### src/rtl/jtag_tap_pkg.sv
package jtag_tap_pkg;

   localparam int IR_W = 3;

   localparam logic [IR_W-1:0] OP_EXTEST = 3'b000;
   localparam logic [IR_W-1:0] OP_SAMPLE = 3'b001;
   localparam logic [IR_W-1:0] OP_HIZ    = 3'b100;
   localparam logic [IR_W-1:0] OP_BYPASS = 3'b111;

   typedef enum logic [3:0] {
      S_TLR, S_RTI,
      S_SEL_DR, S_CAP_DR, S_SH_DR, S_EX1_DR, S_PAU_DR, S_EX2_DR, S_UPD_DR,
      S_SEL_IR, S_CAP_IR, S_SH_IR, S_EX1_IR, S_PAU_IR, S_EX2_IR, S_UPD_IR
   } tap_state_e;

   typedef struct packed {
      logic extest;
      logic sample;
      logic hiz;
      logic bypass;
   } ir_dec_t;

   function automatic tap_state_e tap_next(input tap_state_e s, input logic m);
      case (s)
         S_TLR:    return m ? S_TLR    : S_RTI;
         S_RTI:    return m ? S_SEL_DR : S_RTI;
         S_SEL_DR: return m ? S_SEL_IR : S_CAP_DR;
         S_CAP_DR: return m ? S_EX1_DR : S_SH_DR;
         S_SH_DR:  return m ? S_EX1_DR : S_SH_DR;
         S_EX1_DR: return m ? S_UPD_DR : S_PAU_DR;
         S_PAU_DR: return m ? S_EX2_DR : S_PAU_DR;
         S_EX2_DR: return m ? S_UPD_DR : S_SH_DR;
         S_UPD_DR: return m ? S_SEL_DR : S_RTI;
         S_SEL_IR: return m ? S_TLR    : S_CAP_IR;
         S_CAP_IR: return m ? S_EX1_IR : S_SH_IR;
         S_SH_IR:  return m ? S_EX1_IR : S_SH_IR;
         S_EX1_IR: return m ? S_UPD_IR : S_PAU_IR;
         S_PAU_IR: return m ? S_EX2_IR : S_PAU_IR;
         S_EX2_IR: return m ? S_UPD_IR : S_SH_IR;
         S_UPD_IR: return m ? S_SEL_DR : S_RTI;
         default:  return S_TLR;
      endcase
   endfunction

endpackage

### src/rtl/jtag_tap_fsm.sv
module jtag_tap_fsm
   import jtag_tap_pkg::*;
(
   input  logic       tck,
   input  logic       trst_n,
   input  logic       tms,
   output tap_state_e state
);

   always_ff @(posedge tck or negedge trst_n) begin
      if (!trst_n) state <= S_TLR;
      else         state <= tap_next(state, tms);
   end

endmodule

### src/rtl/jtag_tap_ir.sv
module jtag_tap_ir
   import jtag_tap_pkg::*;
(
   input  logic            tck,
   input  logic            trst_n,
   input  tap_state_e      state,
   input  logic            tdi,
   input  logic            xtal_lost,
   output logic            so,
   output logic [IR_W-1:0] hold
);

   localparam logic [IR_W-2:0] CAP_LOW = {{(IR_W-3){1'b0}}, 2'b01};

   logic [IR_W-1:0] sr_q;

   always_ff @(posedge tck or negedge trst_n) begin
      if (!trst_n) begin
         sr_q <= OP_BYPASS;
         hold <= OP_BYPASS;
      end else begin
         case (state)
            S_CAP_IR: sr_q <= {xtal_lost, CAP_LOW};
            S_SH_IR:  sr_q <= {tdi, sr_q[IR_W-1:1]};
            default:  sr_q <= sr_q;
         endcase
         if (state == S_TLR)          hold <= OP_BYPASS;
         else if (state == S_UPD_IR)  hold <= sr_q;
      end
   end

   assign so = sr_q[0];

endmodule

### src/rtl/jtag_tap_dec.sv
module jtag_tap_dec
   import jtag_tap_pkg::*;
(
   input  logic [IR_W-1:0] code,
   output ir_dec_t         dec
);

   always_comb begin
      dec = '0;
      case (code)
         OP_EXTEST: dec.extest = 1'b1;
         OP_SAMPLE: dec.sample = 1'b1;
         OP_HIZ:    dec.hiz    = 1'b1;
         default:   dec.bypass = 1'b1;
      endcase
   end

endmodule

### src/rtl/jtag_tap_bsr.sv
module jtag_tap_bsr #(
   parameter int LEN = 132
) (
   input  logic           tck,
   input  logic           trst_n,
   input  logic           cap_en,
   input  logic           sh_en,
   input  logic           upd_en,
   input  logic           tdi,
   input  logic [LEN-1:0] cap_vec,
   output logic           so,
   output logic [LEN-1:0] upd_vec
);

   logic [LEN-1:0] sh_q;
   logic [LEN-1:0] nxt;

   for (genvar i = 0; i < LEN; i++) begin : g_cell
      if (i == LEN - 1) begin : g_head
         assign nxt[i] = tdi;
      end else begin : g_body
         assign nxt[i] = sh_q[i+1];
      end

      always_ff @(posedge tck or negedge trst_n) begin
         if (!trst_n) begin
            sh_q[i]    <= 1'b0;
            upd_vec[i] <= 1'b0;
         end else begin
            if (cap_en)     sh_q[i] <= cap_vec[i];
            else if (sh_en) sh_q[i] <= nxt[i];
            if (upd_en)     upd_vec[i] <= sh_q[i];
         end
      end
   end

   assign so = sh_q[0];

endmodule

### src/rtl/jtag_tap_unit.sv
module jtag_tap_unit
   import jtag_tap_pkg::*;
#(
   parameter int NUM_IN      = 100,
   parameter int NUM_OUT     = 24,
   parameter int NUM_OE      = 8,
   parameter bit TDO_ON_FALL = 1'b1
) (
   input  logic               tck,
   input  logic               tms,
   input  logic               trst_n,
   input  logic               tdi,
   input  logic               xtal_lost,
   input  logic [NUM_IN-1:0]  pin_in,
   input  logic [NUM_OUT-1:0] func_out,
   input  logic [NUM_OE-1:0]  func_oe,
   output logic [NUM_OUT-1:0] pin_out,
   output logic [NUM_OE-1:0]  pin_oe,
   output logic               sys_rst_req,
   output logic               tdo,
   output logic               tdo_en
);

   localparam int LEN    = NUM_IN + NUM_OUT + NUM_OE;
   localparam int OUT_LO = NUM_IN;
   localparam int OE_LO  = NUM_IN + NUM_OUT;

   if (NUM_IN < 1)  begin : g_bad_in  $error("NUM_IN must be at least 1");  end
   if (NUM_OUT < 1) begin : g_bad_out $error("NUM_OUT must be at least 1"); end
   if (NUM_OE < 1)  begin : g_bad_oe  $error("NUM_OE must be at least 1");  end

   tap_state_e      state_q;
   logic            ir_so;
   logic [IR_W-1:0] ir_hold;
   ir_dec_t         dec;
   logic            bsr_so;
   logic [LEN-1:0]  upd_vec;
   logic [LEN-1:0]  cap_vec;
   logic            bsr_sel;
   logic            byp_q;
   logic            dr_so;
   logic            tdo_d;
   logic            in_shift;

   jtag_tap_fsm u_fsm (
      .tck    (tck),
      .trst_n (trst_n),
      .tms    (tms),
      .state  (state_q)
   );

   jtag_tap_ir u_ir (
      .tck       (tck),
      .trst_n    (trst_n),
      .state     (state_q),
      .tdi       (tdi),
      .xtal_lost (xtal_lost),
      .so        (ir_so),
      .hold      (ir_hold)
   );

   jtag_tap_dec u_dec (
      .code (ir_hold),
      .dec  (dec)
   );

   assign bsr_sel = dec.extest | dec.sample;
   assign cap_vec = {pin_oe, pin_out, pin_in};

   jtag_tap_bsr #(.LEN(LEN)) u_bsr (
      .tck     (tck),
      .trst_n  (trst_n),
      .cap_en  (bsr_sel && state_q == S_CAP_DR),
      .sh_en   (bsr_sel && state_q == S_SH_DR),
      .upd_en  (bsr_sel && state_q == S_UPD_DR),
      .tdi     (tdi),
      .cap_vec (cap_vec),
      .so      (bsr_so),
      .upd_vec (upd_vec)
   );

   always_ff @(posedge tck or negedge trst_n) begin
      if (!trst_n)                 byp_q <= 1'b0;
      else if (state_q == S_CAP_DR) byp_q <= 1'b0;
      else if (state_q == S_SH_DR)  byp_q <= tdi;
   end

   assign dr_so    = (dec.bypass | dec.hiz) ? byp_q : bsr_so;
   assign in_shift = (state_q == S_SH_IR) || (state_q == S_SH_DR);
   assign tdo_d    = (state_q == S_SH_IR) ? ir_so : dr_so;

   if (TDO_ON_FALL) begin : g_tdo_fall
      always_ff @(negedge tck or negedge trst_n) begin
         if (!trst_n) begin
            tdo    <= 1'b0;
            tdo_en <= 1'b0;
         end else begin
            tdo    <= tdo_d;
            tdo_en <= in_shift;
         end
      end
   end else begin : g_tdo_rise
      always_ff @(posedge tck or negedge trst_n) begin
         if (!trst_n) begin
            tdo    <= 1'b0;
            tdo_en <= 1'b0;
         end else begin
            tdo    <= tdo_d;
            tdo_en <= in_shift;
         end
      end
   end

   assign sys_rst_req = dec.extest;
   assign pin_out = dec.extest ? upd_vec[OE_LO-1:OUT_LO] : func_out;
   assign pin_oe  = dec.hiz    ? '0
                  : dec.extest ? upd_vec[LEN-1:OE_LO]    : func_oe;

endmodule

### config.mk
export PLATFORM = sky130hd
export DESIGN_NAME = jtag_tap_unit
export DESIGN_NICKNAME = d
export VERILOG_FILES = /design/src/rtl/jtag_tap_pkg.sv /design/src/rtl/jtag_tap_fsm.sv /design/src/rtl/jtag_tap_ir.sv /design/src/rtl/jtag_tap_dec.sv /design/src/rtl/jtag_tap_bsr.sv /design/src/rtl/jtag_tap_unit.sv
export SDC_FILE = /design/constraint.sdc
export NUM_CORES = 1
export LEC_CHECK = 0
export BUFFER_PORTS_ARGS = -buffer_cell sky130_fd_sc_hd__buf_2
export CAP_MARGIN = 20
export CORE_MARGIN = 2
export CORE_UTILIZATION = 47
export DETAILED_ROUTE_END_ITERATION = 6
export GPL_ROUTABILITY_DRIVEN = 0
export PLACE_DENSITY = 0.72
export SYNTH_ARGS = -nofsm -noshare
export SYNTH_HDL_FRONTEND = slang
export SYNTH_SLANG_ARGS = --single-unit
### constraint.sdc
create_clock -name tck -period 4 [get_ports tck]
set_input_delay 0.2 -clock tck [delete_from_list [all_inputs] [get_ports tck]]
set_output_delay 0.2 -clock tck [all_outputs]
set_load 0.005 [all_outputs]
* Yosys cells after proc, flatten, opt, wreduce, memory -nomap -nowiden *
Index checks and enable logic that the tools add are counted.

word-level totals
  output and inout bits = 35
  bits in read-only memories = 0
  input port bits = 137
  memories = 0
  bits in registers = 177
  bits in latches = 0
  bits in writable memories = 0
  logic and storage cells = 494

cells by class
  order comparisons = 0
  bitwise logic cells = 2
  add/subtract/negate cells = 0
  equality and inequality tests = 17
  shifts and indexed selects = 0
  muxes and demuxes = 291
  multiply operators = 0
  div/mod/pow operators = 0
  reduce and logical (&&, ||, !) cells = 14

operators by type and width
  kind                                                             count
  1-bit 2-to-1 mux                                                 275
  4-bit one-hot mux with 12 select lines                           1
  4-bit == test, second input constant                             8
  24-bit 2-to-1 mux                                                1
  4-bit by 3-bit == test with 1-bit output, second input constant  4
  4-bit 2-to-1 mux                                                 4
  8-bit 2-to-1 mux                                                 2
  3-bit 2-to-1 mux                                                 4
  4-bit by 2-bit == test with 1-bit output, second input constant  2
  2-bit nonzero test                                               4
  2-bit 2-to-1 mux                                                 3
  3-bit one-hot mux with 2 select lines                            1
  3-bit OR reduction                                               2
  4-bit by 1-bit == test with 1-bit output, second input constant  1
  4-bit logical NOT                                                1
  2-bit OR reduction                                               2
  3-bit by 1-bit == test with 1-bit output, second input constant  1
  3-bit == test, second input constant                             1
  1-bit logical AND                                                3
  3-bit logical NOT                                                1
  1-bit OR                                                         2
  1-bit logical OR                                                 1

* Longest topological paths before layout *
  depth after elaboration = 6
  mapped depth = 8
  mapped depth without buffers = 4

* Cells and area by module *
From an unflattened synthesis, not the netlist that was laid out.

second synthesis, totals
  cell total of the unflattened synthesis = 985
  area total of the unflattened synthesis = 12,258.0 um^2

modules (own cells, without submodules)
  module         seq. area each (um^2)  times used  area an instance (um^2)  cells an instance
  jtag_tap_bsr   6,606.3                1           11,041.8                 851
  jtag_tap_unit  75.1                   1           586.8                    65
  jtag_tap_fsm   100.1                  1           314.1                    37
  jtag_tap_ir    157.7                  1           286.5                    28
  jtag_tap_dec   0.0                    1           28.8                     4

==> results.json <==
{
  "r2r-end": "tdo$_DFF_NN0_",
  "peakVddDrop_mv": 0.328,
  "maxCapViolations": 0,
  "clock-sinks": 177,
  "worstMarginPinSlew_ps": 1080,
  "die-height_um": 134,
  "htreeDepth": 4,
  "synth_cell_types": 37,
  "ctsHoldBuffers": 1,
  "clk_pin_slew_worst_paths_ps": 60,
  "drc": 0,
  "setup-tns-final_ps": 0,
  "place_area_mm2": 0.00898,
  "ant_nets": 0,
  "syn_to_final_growth_pct": 19.8,
  "crit_end": "tdo$_DFF_NN0_",
  "crit_type": "register to register",
  "core_region_area_mm2": 0.0166,
  "start_util_pct": 48.2,
  "slew_viol_final": 0,
  "seqCellArea_mm2": 0.00444,
  "clkPwrFrac_pct": 29.7,
  "p_per_area_mw_per_mm2": 584,
  "synth_ff_type": "dfrtp_1",
  "critical_path.startpoint": "u_ir.hold[1]$_DFFE_PN1P_",
  "grt_first_pass_wirelength_mm": 32.3,
  "first_pass_iters": 5,
  "status": "completed",
  "syn_avg_cell_area_um2": 9.96,
  "instances_no_fill": 1172,
  "utilization_pct": 57.8,
  "die_x_um": 134,
  "ys_seq_area_share_pct": 55.5,
  "ys_seq_elements": 177,
  "ios": 172,
  "crit_arrival_ps": 1520,
  "insertion_delay_ps": 420,
  "root_buffer": "clkbuf_16",
  "cp-start-kind": "register",
  "rsz0062_at_grt": "no",
  "vias": 6591,
  "drt_iter0_markers": 442,
  "clock_path_buffers": 2,
  "nets": 1076,
  "finalHoldViolCount": 0,
  "layout_commonest_cell": "buf_2",
  "die_area_mm2": 0.0181,
  "place_inst": 1139,
  "antenna_found_initial": 6,
  "cp_max_fo": 15,
  "leakage_nw": 4.61,
  "grt_usage_pct": 22.8,
  "p_sw_mw": 1.74,
  "drive_above_1_share_pct": 28.6,
  "netSwitchingFraction_pct": 31.1,
  "fin_area_mm2": 0.00958,
  "postSynthCellCount": 803,
  "critPathRequiredTime_ps": 2240,
  "multi_input_area_mm2": 0.00322,
  "portBuffers": 171,
  "fin_skew_ps": 25.3,
  "avgRoutedWirePerCell_um": 17.1,
  "cts_tree": "done",
  "grt_max_degree": 101,
  "max_slew_margin_pct": 28.0,
  "rrSetupSlack_ps": 720,
  "post_cts_buffers": 0,
  "min_from": "xtal_lost",
  "setup_viol": 0,
  "fillerInstances": 1492,
  "reg2reg_depth": 3,
  "p_int_mw": 3.86,
  "hp-class": "input pin to register",
  "async_flop_share_pct": 100,
  "syn_area_mm2": 0.00800,
  "grt_overflow_total": 0,
  "power_mw": 5.60,
  "rows": 47,
  "cts_resized": 0,
  "cts_buffers": 17,
  "totalWireLength_mm": 20.1,
  "seq_power_share_pct": 46.7,
  "combPwrFrac_pct": 23.6,
  "critPathCaptureType": "register",
  "synth_edf_count": 0,
  "yosysWarningCount": 0,
  "r2r_start": "u_ir.hold[1]$_DFFE_PN1P_",
  "grt_pass1_vias": 6349,
  "dpl.hpwl_mm": 13.4,
  "avgViaCountPerCell": 5.62,
  "mostFrequentLayoutCells": "170 x buf_2, 169 x dfrtp_1, 145 x nand2_1",
  "syn_nets": 940
}
## synth_stat cells, types with 2 or more instances
library cell / count / area share [%]
o21ai_0: 41 / 2.6
dfstp_2: 6 / 2.0
a21oi_1: 5 / 0.31
nor3_1: 3 / 0.19
a22oi_1: 4 / 0.38
nand2_1: 145 / 6.8
nor2_1: 7 / 0.33
buf_4: 11 / 1.0
nand2b_1: 10 / 0.78
mux2_1: 16 / 2.3
o21ai_1: 119 / 7.4
buf_2: 29 / 1.8
dfrtp_1: 169 / 53
buf_1: 2 / 0.094
inv_1: 3 / 0.14
o22ai_1: 132 / 10
a211oi_1: 3 / 0.28
nor2b_1: 3 / 0.23
mux2_2: 40 / 5.6
clkbuf_1: 31 / 1.5
buf_6: 2 / 0.28
nand3_1: 3 / 0.19
mux2i_1: 4 / 0.50
dfrtn_1: 2 / 0.63
## sequential cells by signal, summed over array words and instances, names as in the netlist, 3 cells and up
signal and flops:
u_bsr.nxt 131, u_bsr.upd_vec 32, u_fsm.state 4, u_ir.hold 3, u_ir.sr_q 3
## cell type report
class                           instances  share of cell area, %
Tap cell                              220                   2.87
Sequential cell                       177                   46.3
Clock buffer                           23                   5.09
Inverter                                3                  0.117
Timing Repair Buffer                  192                   10.9
Antenna cell                            1                 0.0261
Multi-Input combinational cell        548                   33.6
Clock inverter                          8                   1.08
## worst min-delay path by stage
stage	cells after the start	end	slack (ps)
5_1_grt	3	u_bsr.nxt[30]$_DFFE_PN0P_	60
3_3_place_gp	2	u_bsr.nxt[91]$_DFFE_PN0P_	420
6_report	3	u_ir.sr_q[2]$_DFFE_PN1P_	60
3_5_place_dp	2	u_bsr.nxt[90]$_DFFE_PN0P_	430
2_1_floorplan	0	byp_q$_DFFE_PN0P_	-100
4_1_cts	3	u_bsr.nxt[73]$_DFFE_PN0P_	50
## power by group through the flow
| stage | clock [mW] | combinational, mW | sequential, mW |
|---|---|---|---|
| after floorplan | 0 | 0.966 | 2.52 |
| after global placement | 0 | 1.27 | 2.62 |
| after detailed placement | 0 | 1.32 | 2.64 |
| after CTS | 1.70 | 1.33 | 2.61 |
| after global routing | 1.77 | 1.51 | 2.68 |
| final | 1.66 | 1.32 | 2.62 |
## routing by layer
layer	vias up	routed length, um	global-route usage (%)
li1	3194	-	-
met1	3179	9000	31.3
met2	179	9340	34.7
met3	31	1370	7.11
met4	8	304	6.96
met5	-	55	0
## stage by stage
stage / hold WS [ps] / setup WS [ps]
after global routing: 60.7 / 584
after global placement: 422 / 784
after CTS: 46.9 / 723
after floorplan: -95.6 / 727
final: 60.8 / 722
after detailed placement: 429 / 775
## cells by family (layout without fill, tap and decap cells)
logic type | Yosys count | in the layout | share of synthesized area, %
multiplexers | 60 | 60 | 8.39
AND/OR/NAND/NOR | 179 | 179 | 9.45
flip-flops | 177 | 177 | 55.5
other | 0 | 1 | 0
AO/OA/AOI/OAI | 309 | 309 | 21.9
buffers and inverters | 78 | 226 | 4.82
## worst max-delay path: stages, from the launching register on
cell and delay, ps:
dfstp_2 680, nor2_1 130, mux2i_1 200, a21oi_1 90
Note: power is estimated with default switching activity, not from simulation.
